==> config.mk <==
export PLATFORM = sky130hd
export DESIGN_NAME = bldc_pwm_guard
export DESIGN_NICKNAME = d
export VERILOG_FILES = /design/src/rtl/bpg_pkg.sv /design/src/rtl/bpg_carrier.sv /design/src/rtl/bpg_duty.sv /design/src/rtl/bpg_guard.sv /design/src/rtl/bldc_pwm_guard.sv
export SDC_FILE = /design/constraint.sdc
export NUM_CORES = 1
export LEC_CHECK = 0
export BUFFER_PORTS_ARGS = -buffer_cell sky130_fd_sc_hd__buf_2
export CAP_MARGIN = 20
export CORE_MARGIN = 5
export CORE_UTILIZATION = 61
export DETAILED_ROUTE_END_ITERATION = 8
export PLACE_DENSITY = 0.8
export REMOVE_ABC_BUFFERS = 1
export SETUP_SLACK_MARGIN = 0.15
export SLEW_MARGIN = 5
export SYNTH_ARGS = -nofsm -noshare
export SYNTH_HDL_FRONTEND = slang
export SYNTH_SLANG_ARGS = --single-unit
==> constraint.sdc <==
create_clock -name clk -period 12.2 [get_ports clk]
set_clock_uncertainty 0.05 [all_clocks]
set_input_delay 0.61 -clock clk [delete_from_list [all_inputs] [get_ports clk]]
set_output_delay 0.61 -clock clk [all_outputs]
set_load 0.02 [all_outputs]
==> src/rtl/bpg_pkg.sv <==
package bpg_pkg;
  // Which sampling point the carrier uses in the present period.
  typedef enum logic {
    SMP_LATE  = 1'b0,
    SMP_EARLY = 1'b1
  } smp_sel_e;
endpackage

==> src/rtl/bpg_carrier.sv <==
module bpg_carrier
  import bpg_pkg::*;
#(
  parameter int PERIOD       = 1200,
  parameter int CNT_W        = 11,
  parameter int SAMPLE_LATE  = 1100,
  parameter int SAMPLE_EARLY = 100
) (
  input  logic             clk,
  input  logic             rst_n,
  input  logic [CNT_W-1:0] duty_i,
  input  smp_sel_e         sel_i,
  input  logic             ilim_i,
  output logic             pwm_o,
  output logic             stb_o,
  output logic             wrap_o
);
  localparam logic [CNT_W-1:0] LAST   = CNT_W'(PERIOD - 1);
  localparam logic [CNT_W-1:0] S_LATE = CNT_W'(SAMPLE_LATE);
  localparam logic [CNT_W-1:0] S_EARL = CNT_W'(SAMPLE_EARLY);

  logic [CNT_W-1:0] cnt_q;
  logic             lim_q;

  assign wrap_o = (cnt_q == LAST);

  always_ff @(posedge clk) begin
    if (!rst_n) begin
      cnt_q <= '0;
      lim_q <= 1'b0;
    end else begin
      cnt_q <= wrap_o ? '0 : cnt_q + 1'b1;
      // period boundary always releases the limit
      if (wrap_o)      lim_q <= 1'b0;
      else if (ilim_i) lim_q <= 1'b1;
    end
  end

  assign pwm_o = (cnt_q < duty_i) && !lim_q;
  assign stb_o = (cnt_q == ((sel_i == SMP_EARLY) ? S_EARL : S_LATE));

  a_r7_limit_cuts_pulse: assert property (@(posedge clk) disable iff (!rst_n)
    (ilim_i && !wrap_o) |=> !pwm_o);
  a_r8_strobe_single: assert property (@(posedge clk) disable iff (!rst_n)
    stb_o |=> !stb_o);
  a_r2_wrap_restarts: assert property (@(posedge clk) disable iff (!rst_n)
    wrap_o |=> (cnt_q == '0));
endmodule

==> src/rtl/bpg_duty.sv <==
module bpg_duty
  import bpg_pkg::*;
#(
  parameter int DMD_W      = 12,
  parameter int CNT_W      = 11,
  parameter int PERIOD     = 1200,
  parameter int OVR_THRESH = 1195,
  parameter int OVR_VAL    = 1300,
  parameter int CAP        = 600,
  parameter int HOLD_INIT  = 100,
  parameter int OTS_THRESH = 800
) (
  input  logic             clk,
  input  logic             rst_n,
  input  logic [DMD_W-1:0] head_i,
  input  logic             wrap_i,
  input  logic             reload_i,
  input  logic             hold_dec_i,
  input  logic             ots_req_i,
  output logic [CNT_W-1:0] duty_o,
  output smp_sel_e         sel_o
);
  localparam int PW     = DMD_W + CNT_W;
  localparam int HOLD_W = $clog2(HOLD_INIT + 1);
  localparam logic [CNT_W-1:0] C_CAP = CNT_W'(CAP);
  localparam logic [CNT_W-1:0] C_OVT = CNT_W'(OVR_THRESH);
  localparam logic [CNT_W-1:0] C_OVV = CNT_W'(OVR_VAL);
  localparam logic [CNT_W-1:0] C_OTS = CNT_W'(OTS_THRESH);

  logic [PW-1:0]     prod;
  logic [CNT_W-1:0]  raw, full, capped;
  logic [HOLD_W-1:0] hold_q;
  logic [CNT_W-1:0]  duty_q;
  smp_sel_e          sel_q;

  always_comb begin
    prod   = PW'(head_i) * PW'(PERIOD);
    raw    = CNT_W'(prod >> DMD_W);
    full   = (raw > C_OVT) ? C_OVV : raw;
    capped = ((hold_q != '0) && (full > C_CAP)) ? C_CAP : full;
  end

  always_ff @(posedge clk) begin
    if (!rst_n) begin
      hold_q <= HOLD_W'(HOLD_INIT);
      duty_q <= '0;
      sel_q  <= SMP_LATE;
    end else begin
      if (reload_i)                       hold_q <= HOLD_W'(HOLD_INIT);
      else if (hold_dec_i && hold_q != '0) hold_q <= hold_q - 1'b1;
      if (wrap_i) begin
        duty_q <= capped;
        sel_q  <= (ots_req_i && (capped > C_OTS)) ? SMP_EARLY : SMP_LATE;
      end
    end
  end

  assign duty_o = duty_q;
  assign sel_o  = sel_q;

  a_r6_duty_frozen_midperiod: assert property (@(posedge clk) disable iff (!rst_n)
    !wrap_i |=> $stable(duty_o));
  a_r5_cap_applied: assert property (@(posedge clk) disable iff (!rst_n)
    (wrap_i && hold_q != '0) |=> (duty_o <= C_CAP));
  a_r4_no_partial_top: assert property (@(posedge clk) disable iff (!rst_n)
    wrap_i |=> ((duty_o <= C_OVT) || (duty_o == C_OVV)));
  a_r5_hold_floor: assert property (@(posedge clk) disable iff (!rst_n)
    (hold_q == '0 && !reload_i) |=> (hold_q == '0));
endmodule

==> src/rtl/bpg_guard.sv <==
module bpg_guard #(
  parameter int DMD_W   = 12,
  parameter int RUN_ON  = 200,
  parameter int RUN_OFF = 100,
  parameter int CLR_LVL = 100
) (
  input  logic             clk,
  input  logic             rst_n,
  input  logic [DMD_W-1:0] head_i,
  input  logic             ocp_i,
  output logic             run_o,
  output logic             run_rise_o,
  output logic             fault_o,
  output logic             out_en_o
);
  localparam logic [DMD_W-1:0] T_ON  = DMD_W'(RUN_ON);
  localparam logic [DMD_W-1:0] T_OFF = DMD_W'(RUN_OFF);
  localparam logic [DMD_W-1:0] T_CLR = DMD_W'(CLR_LVL);

  logic run_q, run_d, fault_q, fault_d, en_q;

  always_comb begin
    run_d = run_q;
    if (head_i > T_ON)       run_d = 1'b1;
    else if (head_i < T_OFF) run_d = 1'b0;
    fault_d = fault_q;
    if (ocp_i)                          fault_d = 1'b1;
    else if (fault_q && head_i < T_CLR) fault_d = 1'b0;
  end

  always_ff @(posedge clk) begin
    if (!rst_n) begin
      run_q   <= 1'b0;
      fault_q <= 1'b0;
      en_q    <= 1'b1;
    end else begin
      run_q   <= run_d;
      fault_q <= fault_d;
      en_q    <= !fault_d;
    end
  end

  assign run_o      = run_q;
  assign run_rise_o = run_d && !run_q;
  assign fault_o    = fault_q;
  assign out_en_o   = en_q;

  a_r9_trip_drops_enable: assert property (@(posedge clk) disable iff (!rst_n)
    ocp_i |=> (fault_o && !out_en_o));
  a_r10_fault_sticks: assert property (@(posedge clk) disable iff (!rst_n)
    (fault_o && head_i >= T_CLR) |=> fault_o);
  a_r11_run_sets: assert property (@(posedge clk) disable iff (!rst_n)
    (head_i > T_ON) |=> run_o);
  a_r11_run_clears: assert property (@(posedge clk) disable iff (!rst_n)
    (head_i < T_OFF) |=> !run_o);
endmodule

==> src/rtl/bldc_pwm_guard.sv <==
module bldc_pwm_guard
  import bpg_pkg::*;
#(
  parameter int DMD_W        = 12,
  parameter int PERIOD       = 1200,
  parameter int OVR_THRESH   = 1195,
  parameter int OVR_VAL      = 1300,
  parameter int CAP          = 600,
  parameter int HOLD_INIT    = 100,
  parameter int OTS_THRESH   = 800,
  parameter int SAMPLE_LATE  = 1100,
  parameter int SAMPLE_EARLY = 100,
  parameter int RUN_ON       = 200,
  parameter int RUN_OFF      = 100,
  parameter int CLR_LVL      = 100
) (
  input  logic             clk,
  input  logic             rst_n,
  input  logic [DMD_W-1:0] demand_i,
  input  logic             ilim_cmp_i,
  input  logic             ocp_cmp_i,
  input  logic             ots_req_i,
  input  logic             hold_dec_i,
  output logic             pwm_ref_o,
  output logic             sample_stb_o,
  output logic             fault_o,
  output logic             out_en_o,
  output logic             run_o
);
  localparam int CNT_W = $clog2(OVR_VAL + 1);

  logic [DMD_W-1:0] head;
  logic [CNT_W-1:0] duty;
  smp_sel_e         sel;
  logic             wrap, run_rise;

  assign head = {DMD_W{1'b1}} - demand_i;

  bpg_guard #(
    .DMD_W(DMD_W), .RUN_ON(RUN_ON), .RUN_OFF(RUN_OFF), .CLR_LVL(CLR_LVL)
  ) u_guard (
    .clk(clk), .rst_n(rst_n), .head_i(head), .ocp_i(ocp_cmp_i),
    .run_o(run_o), .run_rise_o(run_rise), .fault_o(fault_o), .out_en_o(out_en_o)
  );

  bpg_duty #(
    .DMD_W(DMD_W), .CNT_W(CNT_W), .PERIOD(PERIOD), .OVR_THRESH(OVR_THRESH),
    .OVR_VAL(OVR_VAL), .CAP(CAP), .HOLD_INIT(HOLD_INIT), .OTS_THRESH(OTS_THRESH)
  ) u_duty (
    .clk(clk), .rst_n(rst_n), .head_i(head), .wrap_i(wrap), .reload_i(run_rise),
    .hold_dec_i(hold_dec_i), .ots_req_i(ots_req_i), .duty_o(duty), .sel_o(sel)
  );

  bpg_carrier #(
    .PERIOD(PERIOD), .CNT_W(CNT_W), .SAMPLE_LATE(SAMPLE_LATE), .SAMPLE_EARLY(SAMPLE_EARLY)
  ) u_carrier (
    .clk(clk), .rst_n(rst_n), .duty_i(duty), .sel_i(sel), .ilim_i(ilim_cmp_i),
    .pwm_o(pwm_ref_o), .stb_o(sample_stb_o), .wrap_o(wrap)
  );
endmodule

After elaboration in Yosys (flattened, before gate mapping)
Cells that the tools add are included.
{"block": "word_totals", "reg_bits": 34, "word_cells": 41, "output_inout_bits": 5}
{"block": "op_classes", "eq_ne": 2, "n_mux": 8, "add_sub_neg": 3, "n_reduce_logical": 12, "n_bitwise": 1, "order_cmp": 6, "multipliers": 1}
{"operator": "2-to-1 mux 11 bit", "count": 3}
{"operator": "greater-than comparator 11 x 10 -> 1 bit (second input constant)", "count": 2}
{"operator": "multiplier 12 x 7 -> 19 bit (second input constant)", "count": 1}
{"operator": "greater-than comparator 12 x 8 -> 1 bit (second input constant)", "count": 1}
{"operator": "less-than comparator 12 x 7 -> 1 bit (second input constant)", "count": 1}
{"operator": "subtractor 12 bit (first input constant)", "count": 1}
{"operator": "adder 11 x 1 -> 11 bit (second input constant)", "count": 1}
{"operator": "== test 11 bit", "count": 1}
{"operator": "== test 11 bit (second input constant)", "count": 1}
{"operator": "greater-than comparator 11 bit (second input constant)", "count": 1}
{"operator": "less-than comparator 11 bit", "count": 1}
{"operator": "nonzero test 7 bit", "count": 1}
{"operator": "subtractor 7 x 1 -> 7 bit (second input constant)", "count": 1}
{"operator": "logical AND 1 bit", "count": 6}
{"operator": "2-to-1 mux 1 bit", "count": 5}
{"operator": "OR reduction 2 bit", "count": 2}
{"operator": "zero test 1 bit", "count": 3}
{"operator": "NOT 1 bit", "count": 1}

Logic depth before layout (Yosys ltp)
Gate-level depths: netlist of run 1.
{"block": "depth", "ltp_word": 10, "mapped_depth": 17, "depth_no_buf": 17}

Cells and area by module
From an unflattened synthesis of run 1, not the netlist that was laid out.
{"block": "hier_totals", "cells_unflattened": 416, "area_unflattened_um2": 3535.9}
{"mod": "bpg_duty", "n_inst": 1, "area_per_inst_um2": 2531.2, "cells_each": 294}
{"mod": "bpg_carrier", "n_inst": 1, "area_per_inst_um2": 805.8, "cells_each": 92}
{"mod": "bpg_guard", "n_inst": 1, "area_per_inst_um2": 153.9, "cells_each": 18}
{"mod": "bldc_pwm_guard", "n_inst": 1, "area_per_inst_um2": 45.0, "cells_each": 12}

Worst setup path before layout of run 1
Ideal clock, no wire load.
{"block": "synth_path", "kind": "input to register", "startpoint": "in demand_i[7]", "endpoint": "reg u_duty.duty_q[4], in the netlist u_duty.duty_o[4]", "path_buffers": 0, "path_slack_ps": 7508, "t_required_ps": 12014, "path_stages": 17, "arrival_ps": 4506, "cell_sequence": "inv_1 > ha_1 > ha_1 > fa_1 > inv_1 > fa_1 > inv_1 > ha_1 > nand2_2 > or3_1 > nor3_2 > nor3_4 > xor2_2 > nand2_1 > o41a_1 > nor3_1 > a211oi_2"}
{"block": "synth_between", "elab_chain_cells": 7}
{"item": "start, declared", "line": "bldc_pwm_guard.sv:19", "rtl": "input logic [DMD_W-1:0] demand_i,"}
{"item": "subtractor 12 bit (*)", "line": "bldc_pwm_guard.sv:37", "rtl": "assign head = {DMD_W{1'b1}} - demand_i;"}
{"item": "multiplier 12 x 7 -> 19 bit (*)", "line": "bpg_duty.sv:37", "rtl": "prod = PW'(head_i) * PW'(PERIOD);"}
{"item": "greater-than comparator 11 bit", "line": "bpg_duty.sv:39", "rtl": "full = (raw > C_OVT) ? C_OVV : raw;"}
{"item": "2-to-1 mux 11 bit (*)", "line": "bpg_duty.sv:39"}
{"item": "greater-than comparator 11 x 10 -> 1 bit", "line": "bpg_duty.sv:40", "rtl": "capped = ((hold_q != '0) && (full > C_CAP)) ? C_CAP : full;"}
{"item": "logical AND 1 bit", "line": "bpg_duty.sv:40"}
{"item": "2-to-1 mux 11 bit (*)", "line": "bpg_duty.sv:40"}
{"item": "end signal, assigned", "line": "bpg_duty.sv:52", "rtl": "duty_q <= capped;"}
{"item": "end, declared", "line": "bpg_duty.sv:33", "rtl": "logic [CNT_W-1:0] duty_q;"}
Mark *: on every way between the ends. The rest lies on a longest branch, timed or not.
A chain may end at the register's enable or synchronous reset.

Worst setup path in the final report of run 1
Same ends and word-level chain as after synthesis.

==> summary.txt, run 1 <==
Routing
  • Wire per inst: 13.9 µm
  • Vias per Instance: 5.51
  • Drt total wl: 6.88 mm
  • DRT Pass-1 Iters: 4
  • Via count: 2,728
  • Final ANT Viol Nets: 0
  • Initial drt markers: 120
  • DRC Markers: 0

Die
  • Die ar.: 7240 µm²
  • Row count: 27
  • Ports: 23
  • Die Ht: 85.1 µm
  • Initial core utilization: 62.4%
  • Core area: 5510 µm²
  • DIE WIDTH: 85.1 µm

STA
  • Fmax: 0.200 GHz
  • Max Slew Vio Count: 0
  • Final Cycle Share: 40.9%
  • Final Hold Viols: 0
  • Setup Viol. Count Final: 0
  • Setup TNS: 0 ps
  • Period minus WS final: 4990 ps
  • Unrepaired setup endpoints after global routing: false
  • Worst-Margin Slew: 552 ps
  • Max-slew headroom: 63.1%

Critical path
  • Slowest CP cell: fa_1
  • Reg2reg setup slack: 10,080 ps
  • Worst Reg-to-Reg Cells: 6
  • Critical path data required time: 12,310 ps
  • Critical path class: input port to flop
  • Worst r2r src: u_carrier.cnt_q[0]
  • Startpoint types: input port
  • Critical-path cell list: buf_2 > inv_1 > ha_1 > ha_1 > fa_1 > inv_1 > fa_1 > inv_1 > ha_1 > nand2_2 > or3_1 > nor3_2 > nor3_4 > xor2_2 > nand2_1 > o41a_1 > nor3_1 > a211oi_2
  • Crit-path leading delay family: adder cells
  • R2R Path End: u_duty.duty_o[10]
  • Slowest stage delay, CP: 550 ps
  • Crit path max fanout: 6
  • Crit end category: flop
  • Arr. time, crit path: 5100 ps
  • CP bufs+invs: 4

Status
  • Status: completed

Synthesis
  • Seq/Total Area, Yosys: 19.8%
  • Mux contribution to synthesized area: 1.16%
  • Average size of a mapped cell: 8.70 µm²
  • Post-synthesis compound-gate area fraction: 18.1%
  • Fraction of registers with async set/reset: 0%
  • Number of synthesized flops with an enable pin: 0
  • XOR/XNOR Fraction of Synth Area: 6.08%
  • Synth warn: 0
  • Yosys cell types: 65
  • Synth Area in Adders: 30.4%
  • Synth Flop Type: dfxtp_1
  • Synth Register Bits: 34
  • Main combinational cell family by area after synthesis: adder cells
  • Synth Instances: 395
  • Post-Syn Area: 3440 µm²
  • Post-synthesis simple-gate area fraction: 16.8%

Global route
  • Initial antenna violation count: 0
  • Total grt overflow: 0
  • Vias in the first global route: 2,755
  • Largest net degree at the start of global routing: 14
  • First-pass GRT wire length: 12.3 mm
  • Total GRT Usage: 20.5%

Power and ir drop
  • Worst VDD drop: 0.0000815 V
  • PwrDens: 145 nW/µm²
  • LEAKAGE: 0.00174 µW

Clock tree
  • Clock transition at the registers of the reported paths: 60 ps
  • H-tree depth: 2
  • Clock Sink Count: 34
  • PostCTS Resize Cnt: 0
  • CTS root buf: clkbuf_8
  • Clock Tree Buf Depth: 2
  • Insertion delay to the later sink of the worst-skew pair: 280 ps
  • Post CTS Setup Buffer Count: 0
  • CTS Hold Bufs: 0
  • Total CTS buffers: 5
  • CTS tree: built

Min path
  • Hold path cells: 2
  • Hold EP: u_duty.hold_q[6]
  • Hold path start: u_duty.hold_q[6]
  • Worst Hold Class: flop to flop

Finish
  • ANT cells: 0
  • Post-route insts no fill: 495
  • Final Net Count: 515
  • FILL cells: 468
  • Layout cells sized above 1: 12.3%
  • Synthesis-to-finish area growth: 8.34%

Place
  • Detailed placer's ending HPWL: 5.82 mm
  • IO Port Bufs: 22
  • Gpl congestion: 0.860
  • Placed insts: 487

Flow run
  • Max-cap viol count: 0
layout make-up:
cell class                 count  area (µm²)  area share (%)
tap                           72        90.1            2.42
inverter                      67         251            6.75
timing repair buffer          23         118            3.16
multi-input combinational    291        2490            66.9
clock buffer                   7        86.3            2.32
sequential                    34         681            18.3
clock inverter                 1        5.00           0.134
Yosys cell counts, drive strengths merged (2+ instances only):
master	number	share of area, %
a211o	3	0.76
a211oi	6	1.6
a21o	9	2.0
a21oi	21	3.6
a22o	4	1.0
a31oi	4	1.2
and2	2	0.36
and3	4	0.91
clkbuf	2	0.22
dfxtp	34	20
fa	14	8.2
ha	61	22
inv	67	7.3
mux2i	4	1.2
nand2	24	2.9
nand2b	2	0.36
nand3	7	1.0
nand3b	2	0.44
nand4	3	0.55
nor2	40	4.4
nor3	11	2.5
nor4	5	1.5
o2111ai	2	0.51
o211ai	3	0.80
o21a	2	0.44
o21ai	10	1.6
o311a	2	0.58
o31a	2	0.51
o32ai	2	0.51
o41ai	2	0.51
or3	3	0.55
xnor2	11	2.8
xor2	12	3.3
worst register-to-register path, stage by stage, from the launching register on:
cell,delay [ps]
dfxtp_1,410
ha_1,240
nand4_1,130
nor4_1,270
buf_4,230
nand2b_1,450
o32ai_1,180
layout by cell type (no fill, tap or decap), drive strengths merged, types with 2 or more instances in the layout:
cell type  Yosys  final
nor2          40     40
nor3          11     11
or3            3      3
o41ai          2      2
a21o           9      9
nand2b         2      2
nand3b         2      2
a31oi          4      4
dfxtp         34     34
o21a           2      2
nand2         24     24
a22o           4      4
inv           67     67
nor4           5      5
and3           4      4
o32ai          2      2
a21oi         21     21
fa            14     14
and2           2      2
o2111ai        2      2
xnor2         11     11
o21ai         10     10
o31a           2      2
o211ai         3      3
a211oi         6      6
ha            61     61
a211o          3      3
nand3          7      7
o311a          2      2
xor2          12     12
mux2i          4      4
nand4          3      3
buf            1     23
clkbuf         2      7
cell families (layout without fill, tap and decap cells):
family | after synthesis | after routing
buf+inv | 70 | 98
mux | 4 | 4
xor+xnor | 23 | 23
simple gates | 108 | 108
flops | 34 | 34
fa+ha+maj | 75 | 75
compound gates | 81 | 81
power breakdown:
part / total, µW / switching [µW] / internal [µW] / leakage, µW
Clock: 83.8 / 38.3 / 45.5 / 0.0000482
Sequential: 116 / 2.39 / 114 / 0.000276
Combinational: 342 / 207 / 135 / 0.00142
Total: 541 / 248 / 294 / 0.00174
flip-flops by register name, indices dropped and copies added, names as in the netlist:
signal and cells:
u_carrier.lim_q 1, u_guard.out_en_o 1, u_duty.sel_o 1, u_duty.duty_o 11, u_carrier.cnt_q 11, u_guard.run_o 1
u_guard.fault_o 1, u_duty.hold_q 7
per-stage QoR:
stage               worst slack, ps  util, %  hold WS (ps)  total power [µW]  instance area (µm²)
floorplan                      7470        -           389               393                 3420
global placement               7070     66.0           401               450                 3630
detailed placement             6990     66.0           409               456                 3630
CTS                            7260     67.6           426               543                 3720
global route                   7010     67.6           449               590                 3720
finish                         7210     67.6           425               541                 3720
worst max path at each step:
| stage | start | end | slack (ps) | cells past startpoint |
|---|---|---|---|---|
| 5_1_grt | demand_i[5] | u_duty.duty_o[4] | 7010 | 18 |
| 3_3_place_gp | demand_i[7] | u_duty.duty_o[4] | 7070 | 18 |
| 4_1_cts | demand_i[7] | u_duty.duty_o[4] | 7260 | 18 |
| 6_report | demand_i[7] | u_duty.duty_o[4] | 7210 | 18 |
| 2_1_floorplan | demand_i[7] | u_duty.duty_o[4] | 7470 | 17 |
| 3_5_place_dp | demand_i[7] | u_duty.duty_o[4] | 6990 | 18 |
metal layers:
layer / up-vias / track usage (%) / share of wire [%]
met5: - / 0 / 0
met4: 0 / 3.74 / 0.79
met3: 7 / 3.50 / 3.2
met2: 38 / 34.3 / 46
met1: 1255 / 28.0 / 50
li1: 1428 / - / -
Note: power is estimated with default switching activity, not from simulation.
==> inputs of run 2 (changes only) <==
--- a/config.mk
+++ b/config.mk
@@ -5,6 +5,7 @@
 export SDC_FILE = /design/constraint.sdc
 export NUM_CORES = 1
 export LEC_CHECK = 0
+export ABC_AREA = 1
 export BUFFER_PORTS_ARGS = -buffer_cell sky130_fd_sc_hd__buf_2
 export CAP_MARGIN = 20
 export CORE_MARGIN = 5
==> constraint.sdc (replaced) <==
create_clock -name clk -period 5.1 [get_ports clk]
set_clock_uncertainty 0.05 [all_clocks]
set_input_delay 0.255 -clock clk [delete_from_list [all_inputs] [get_ports clk]]
set_output_delay 0.255 -clock clk [all_outputs]
set_load 0.02 [all_outputs]
==> run 2 against run 1 <==
Against the previous run:
- via count up 18%
- worst hold slack worse by 290 ps
- register-to-register slack worse by 7300 ps
- clock power rose to 3.7 times the previous value
- global-route usage up 1.2 points
- area after synthesis up 3.8%
- routed wire length up 8.9%
- non-clock buffer count up 1
- core utilization up 2.3 points
- total power rose to 2.7 times the previous value
- flip-flop and latch count unchanged
- critical endpoint is now u_duty.sel_o
- largest cell class unchanged
- highest routed layer unchanged
==> summary.txt, run 2 <==
Die
  • Core area: 5610 µm²
  • Ports: 23
  • Row count: 27
  • Die ar.: 7480 µm²
  • DIE WIDTH: 86.5 µm
  • Die Ht: 86.5 µm
  • Initial core utilization: 63.6%

Status
  • Status: completed

Critical path
  • WP depth: 27
  • Crit end category: flop
  • CP dominant cell by count: nand2_1
  • CP bufs+invs: 4
  • Worst Reg-to-Reg Cells: 12
  • Critical path data required time: 5240 ps
  • Arr. time, crit path: 4700 ps
  • Startpoint types: input port
  • Slowest CP cell: fa_1
  • Crit path max fanout: 6
  • Crit-path leading delay family: adder cells
  • Slowest stage delay, CP: 540 ps
  • Critical path class: input port to flop

Synthesis
  • Synth Register Bits: 34
  • XOR/XNOR Fraction of Synth Area: 2.74%
  • Number of synthesized flops with an enable pin: 0
  • Main combinational cell family by area after synthesis: adder cells
  • Post-Syn Area: 3570 µm²
  • Synth Area in Adders: 29.3%
  • Dominant cell type by area after synthesis: ha_1
  • Fraction of registers with async set/reset: 0%
  • Synth top area cells: ha_1 (21%), dfxtp_1 (19%), inv_1 (11%)
  • Top-count cell post-synth: inv_1
  • Seq/Total Area, Yosys: 19.1%
  • Post-synthesis simple-gate area fraction: 25.2%
  • Post-synthesis compound-gate area fraction: 11.4%
  • Synth cell count leaders: inv_1 (108), nand2_1 (90), ha_1 (61), nor2_1 (53), dfxtp_1 (34)
  • Yosys cell types: 42
  • Average size of a mapped cell: 7.02 µm²
  • Synth Flop Type: dfxtp_1
  • Synth Instances: 508
  • Post-synth top area share: 21.4%
  • Synth warn: 0
  • Mux contribution to synthesized area: 0%

Global route
  • First-pass GRT wire length: 13.3 mm
  • Total GRT Usage: 21.7%
  • Vias in the first global route: 3,164
  • Total grt overflow: 0
  • Initial antenna violation count: 0
  • Largest net degree at the start of global routing: 20

Place
  • Placed cell areas: 3750 µm²
  • Detailed placer's ending HPWL: 6.32 mm
  • Post-place setup slack: 157 ps
  • Gpl congestion: 0.922
  • IO Port Bufs: 22

STA
  • Final Worst Setup Slack: 533 ps
  • Unrepaired setup endpoints after global routing: false
  • Setup Viol. Count Final: 0
  • Period minus WS final: 4570 ps
  • Worst-Margin Slew: 498 ps
  • Final Hold Viols: 0
  • Fmax: 0.219 GHz
  • Max-slew headroom: 66.6%
  • Max Slew Vio Count: 0
  • Final Cycle Share: 89.5%
  • Setup TNS: 0 ps

Routing
  • Wire per inst: 12.3 µm
  • Drt total wl: 7.49 mm
  • DRT Pass-1 Iters: 5
  • Initial drt markers: 219
  • Vias per Instance: 5.30
  • Final ANT Viol Nets: 0
  • DRC Markers: 0
  • Via count: 3,232

Clock tree
  • CTS root buf: clkbuf_8
  • Clock Sink Count: 34
  • Clock transition at the registers of the reported paths: 70 ps
  • CTS tree: built
  • Total CTS buffers: 5
  • H-tree depth: 2
  • Clock Tree Buf Depth: 2
  • Insertion delay to the later sink of the worst-skew pair: 290 ps

Finish
  • Highest-count cells in the layout ignoring fill and taps: inv_1 (108), nand2_1 (90), ha_1 (61)
  • ANT cells: 0
  • Reg area: 681 µm²
  • Final Net Count: 630
  • Footprint of the multi-input gates: 2460 µm²
  • Largest regs: u_carrier.cnt_q (11), u_duty.duty_o (11), u_duty.hold_q (7)
  • Synthesis-to-finish area growth: 9.89%
  • Post-route design area: 3920 µm²
  • FILL cells: 497
  • Layout cells sized above 1: 10.4%
  • Most common cell after layout, fill and taps aside: inv_1

Min path
  • Hold path cells: 3
  • Worst Hold Class: input port to flop

Power and ir drop
  • Worst VDD drop: 0.000229 V
  • LEAKAGE: 0.00202 µW
  • PwrDens: 368 nW/µm²

Flow run
  • Max-cap viol count: 0
run 2: changes by cell type in the layout (fill, tap and decap cells not counted), moves of 5 or more:
cell,change
nand2_1,+68
inv_1,+41
nand3_1,+19
nor2_1,+13
o21ai_0,+12
a21oi_1,+9
xnor2_1,-9
a21o_1,-7
xor2_1,-6
nand2_2,+5
run 2: area by class of cell:
class / count / area share [%]
Inverter: 112 / 10.8
Multi-Input combinational cell: 360 / 62.7
Sequential cell: 34 / 17.4
Timing Repair Buffer: 24 / 3.19
Tap cell: 72 / 2.30
Clock buffer: 6 / 2.11
Clock inverter: 2 / 1.53
run 2: worst paths after layout:
path                         endpoint               start  slack, ps
setup / recovery         u_duty.sel_o         demand_i[8]        530
setup reg to reg  u_carrier.cnt_q[10]  u_carrier.cnt_q[0]       2760
hold reg to reg    u_carrier.cnt_q[0]  u_carrier.cnt_q[0]        400
hold / removal        u_carrier.lim_q          ilim_cmp_i        130
run 2: per-layer routing:
metal	global-route usage [%]	vias up	share of wire, %
met5	0	-	0
met4	5.10	0	1.2
met3	2.38	13	4.2
met2	37.2	70	47
met1	29.2	1467	47
li1	-	1682	-
run 2: repair_timing:
item	in CTS	in global routing
setup endpoints to repair	0	1
buffers inserted	0	2
gates resized for setup	0	2
hold buffers	0	0
run 2: worst reg2reg max path, delay by kind of cell (launching register included):
| kind | cells | cell delay (ps) |
|---|---|---|
| fa+ha+maj | 1 | 210 |
| buf+inv | 4 | 710 |
| simple gates | 5 | 630 |
| flops | 1 | 330 |
| compound gates | 2 | 360 |
run 2: where the power goes:
group | switching, µW | leakage [µW] | total (µW) | internal, µW
combinational | 547 | 0.00167 | 863 | 316
clock | 97.7 | 0.0000714 | 306 | 208
sequential | 3.80 | 0.000276 | 275 | 271
total | 648 | 0.00202 | 1440 | 796
run 2: metrics by stage:
stage                     hold WS, ps  util, %  cells  power [µW]
after floorplan                   334        -    506         954
after global placement            381     66.9    600        1090
after detailed placement          392     66.9    600        1110
after CTS                         138     69.5    608        1420
after global routing              167     69.9    610        1600
final                             135     69.9    610        1440
run 2: cells by family after synthesis:
group                    count (synthesis)
AO/OA/AOI/OAI                           70
XOR/XNOR                                 9
adder cells (fa/ha/maj)                 75
buffers and inverters                  114
flip-flops                              34
AND/OR/NAND/NOR                        206
==> inputs of run 3 (changes only) <==
--- a/config.mk
+++ b/config.mk
@@ -5,11 +5,12 @@
 export SDC_FILE = /design/constraint.sdc
 export NUM_CORES = 1
 export LEC_CHECK = 0
-export ABC_AREA = 1
+export ABC_AREA = 0
 export BUFFER_PORTS_ARGS = -buffer_cell sky130_fd_sc_hd__buf_2
 export CAP_MARGIN = 20
 export CORE_MARGIN = 5
 export CORE_UTILIZATION = 61
+export CTS_CLUSTER_DIAMETER = 150
 export DETAILED_ROUTE_END_ITERATION = 8
 export PLACE_DENSITY = 0.8
 export REMOVE_ABC_BUFFERS = 1
@@ -17,4 +18,5 @@
 export SLEW_MARGIN = 5
 export SYNTH_ARGS = -nofsm -noshare
 export SYNTH_HDL_FRONTEND = slang
+export SYNTH_HIERARCHICAL = 1
 export SYNTH_SLANG_ARGS = --single-unit
==> run 3 against run 2 <==
Against the previous run:
- register-to-register slack got worse by 640 ps
- via count decreased by 6.8%
- first-iteration DRC count decreased by 22%
- sequential power increased by 2%
- flip-flop and latch count unchanged
- largest cell class unchanged
- global-route usage decreased by 0.49 points
- critical path depth decreased by 9
==> summary.txt, run 3 <==
Synthesis
  • Synth cell count leaders: inv_1 (77), ha_1 (60), dfxtp_1 (34), nor2_1 (32), nand2_1 (22)
  • Synth warn: 6
  • Yosys cell types: 64
  • Post-Syn Area: 3540 µm²
  • Top-count cell post-synth: inv_1
  • Dominant cell type by area after synthesis: ha_1
  • Seq/Total Area, Yosys: 19.2%
  • Post-synth top area share: 21.2%
  • Synth Flop Type: dfxtp_1
  • Number of synthesized flops with an enable pin: 0
  • Fraction of registers with async set/reset: 0%
  • Synth Register Bits: 34
  • Synth Instances: 416
  • Average size of a mapped cell: 8.50 µm²
  • Synth top area cells: ha_1 (21%), dfxtp_1 (19%), inv_1 (8.2%)

Power and ir drop
  • LEAKAGE: 0.00190 µW
  • PwrDens: 328 nW/µm²
  • Worst VDD drop: 0.000226 V
  • Overall power: 1260 µW

Finish
  • Synthesis-to-finish area growth: 8.85%
  • Layout cells sized above 1: 10.8%
  • Final Net Count: 534
  • Footprint of the multi-input gates: 2540 µm²
  • Highest-count cells in the layout ignoring fill and taps: inv_1 (77), ha_1 (60), dfxtp_1 (34)
  • Post-route insts no fill: 515
  • ANT cells: 0
  • Largest regs: u_carrier/cnt_q (11), u_duty/duty_o (11), u_duty/hold_q (7)
  • Reg area: 681 µm²
  • FILL cells: 460
  • Most common cell after layout, fill and taps aside: inv_1

STA
  • Fmax: 0.215 GHz
  • Period minus WS final: 4660 ps
  • Setup TNS: 0 ps
  • Final Cycle Share: 91.3%
  • Worst-Margin Slew: 913 ps
  • Max-slew headroom: 39.0%
  • Unrepaired setup endpoints after global routing: false
  • Max Slew Vio Count: 0
  • Final Hold Viols: 0
  • Setup Viol. Count Final: 0

Routing
  • Initial drt markers: 170
  • Drt total wl: 7.31 mm
  • DRC Markers: 0
  • Vias per Instance: 5.85
  • Via count: 3,011
  • Final ANT Viol Nets: 0
  • DRT Pass-1 Iters: 4
  • Wire per inst: 14.2 µm

Critical path
  • Arr. time, crit path: 4820 ps
  • Worst Reg-to-Reg Cells: 6
  • Critical path class: input port to flop
  • Critical path data required time: 5260 ps
  • Crit end category: flop
  • Startpoint types: input port
  • Crit path max fanout: 7

Place
  • Placed insts: 506
  • IO Port Bufs: 22
  • Gpl congestion: 0.855
  • Detailed placer's ending HPWL: 5.80 mm

Clock tree
  • Total CTS buffers: 5
  • CTS tree: built
  • CTS Hold Bufs: 0
  • Clock Tree Buf Depth: 2
  • Clock Sink Count: 34
  • H-tree depth: 2
  • Insertion delay to the later sink of the worst-skew pair: 280 ps
  • Clock transition at the registers of the reported paths: 60 ps
  • CTS root buf: clkbuf_8

Die
  • Core area: 5570 µm²
  • Die ar.: 7420 µm²
  • Initial core utilization: 63.4%
  • Row count: 27
  • DIE WIDTH: 86.1 µm
  • Ports: 23
  • Die Ht: 86.1 µm

Status
  • Status: completed

Global route
  • Total grt overflow: 0
  • Vias in the first global route: 2,938
  • Largest net degree at the start of global routing: 22
  • Initial antenna violation count: 0
  • Total GRT Usage: 21.2%
  • First-pass GRT wire length: 13.0 mm

Flow run
  • Max-cap viol count: 0

Min path
  • Worst Hold Class: input port to flop
  • Hold path cells: 3
run 3: changes by cell type after synthesis, moves of 6 or more:
cell	change
nand2_1	-68
and3_1	+8
inv_1	-31
xor2_1	+6
nor2_1	-21
nand3_1	-21
a21oi_1	-13
xnor2_1	+8
nand2_2	-6
run 3: kinds of logic (layout without fill, tap and decap cells):
kind of cell | after synthesis | count (layout) | synth area share (%)
buffers and inverters | 86 | 113 | 9.31
and+or+nand+nor | 104 | 104 | 15.2
adders and majority gates | 74 | 74 | 29.2
AOI/OAI and AO/OA | 94 | 94 | 21.1
xor gates and xnor gates | 22 | 22 | 5.45
muxes | 2 | 2 | 0.566
DFF | 34 | 34 | 19.2
run 3: routing by layer:
| layer | GRT usage, % | wire length (µm) | vias to the layer above |
|---|---|---|---|
| met5 | 0 | 0 | - |
| met4 | 4.60 | 74 | 0 |
| met3 | 4.03 | 301 | 8 |
| met2 | 35.7 | 3500 | 74 |
| met1 | 28.1 | 3430 | 1430 |
| li1 | - | - | 1499 |
run 3: final cells by class:
class | count | share of cell area [%]
Clock inverter | 1 | 0.130
Sequential cell | 34 | 17.7
Clock buffer | 7 | 2.24
Inverter | 77 | 7.51
Tap cell | 72 | 2.34
Multi-Input combinational cell | 296 | 66.1
Timing Repair Buffer | 28 | 4.03
run 3: worst max-delay path, cell delays in order:
cell and delay, ps:
buf_2 100, inv_1 180, ha_1 280, ha_1 280, inv_1 50, fa_1 490, fa_1 510, inv_1 40
ha_1 370, a211oi_4 310, o21ai_2 120, o2111ai_1 270, a32oi_1 220, a2111oi_0 450, o31ai_1 160, a221oi_4 390
o311ai_1 180, a21oi_1 150
run 3: final timing paths:
kind | start | to | slack (ps)
setup / recovery | demand_i[6] | u_duty/sel_o | 440
hold / removal | ilim_cmp_i | u_carrier/lim_q | 130
setup reg to reg | u_carrier/cnt_q[2] | u_duty/sel_o | 2120
hold reg to reg | u_duty/hold_q[6] | u_duty/hold_q[6] | 390
run 3: per-stage QoR:
stage | worst slack [ps] | util, % | cell area (µm²) | hold WS, ps
2_1_floorplan | 489 | - | 3500 | 321
3_3_place_gp | 204 | 67.0 | 3730 | 374
3_5_place_dp | 93.3 | 67.0 | 3730 | 381
4_1_cts | 378 | 68.6 | 3820 | 130
5_1_grt | 177 | 69.0 | 3850 | 170
6_report | 442 | 69.0 | 3850 | 132
run 3: timing repair:
| item | in CTS | in global routing |
|---|---|---|
| endpoints found under the setup margin | 0 | 7 |
| setup buffers | 0 | 1 |
| resized for setup | 0 | 2 |
run 3: power breakdown:
group | internal (µW) | switching (µW)
sequential | 273 | 6.60
combinational | 308 | 474
clock | 109 | 93.0
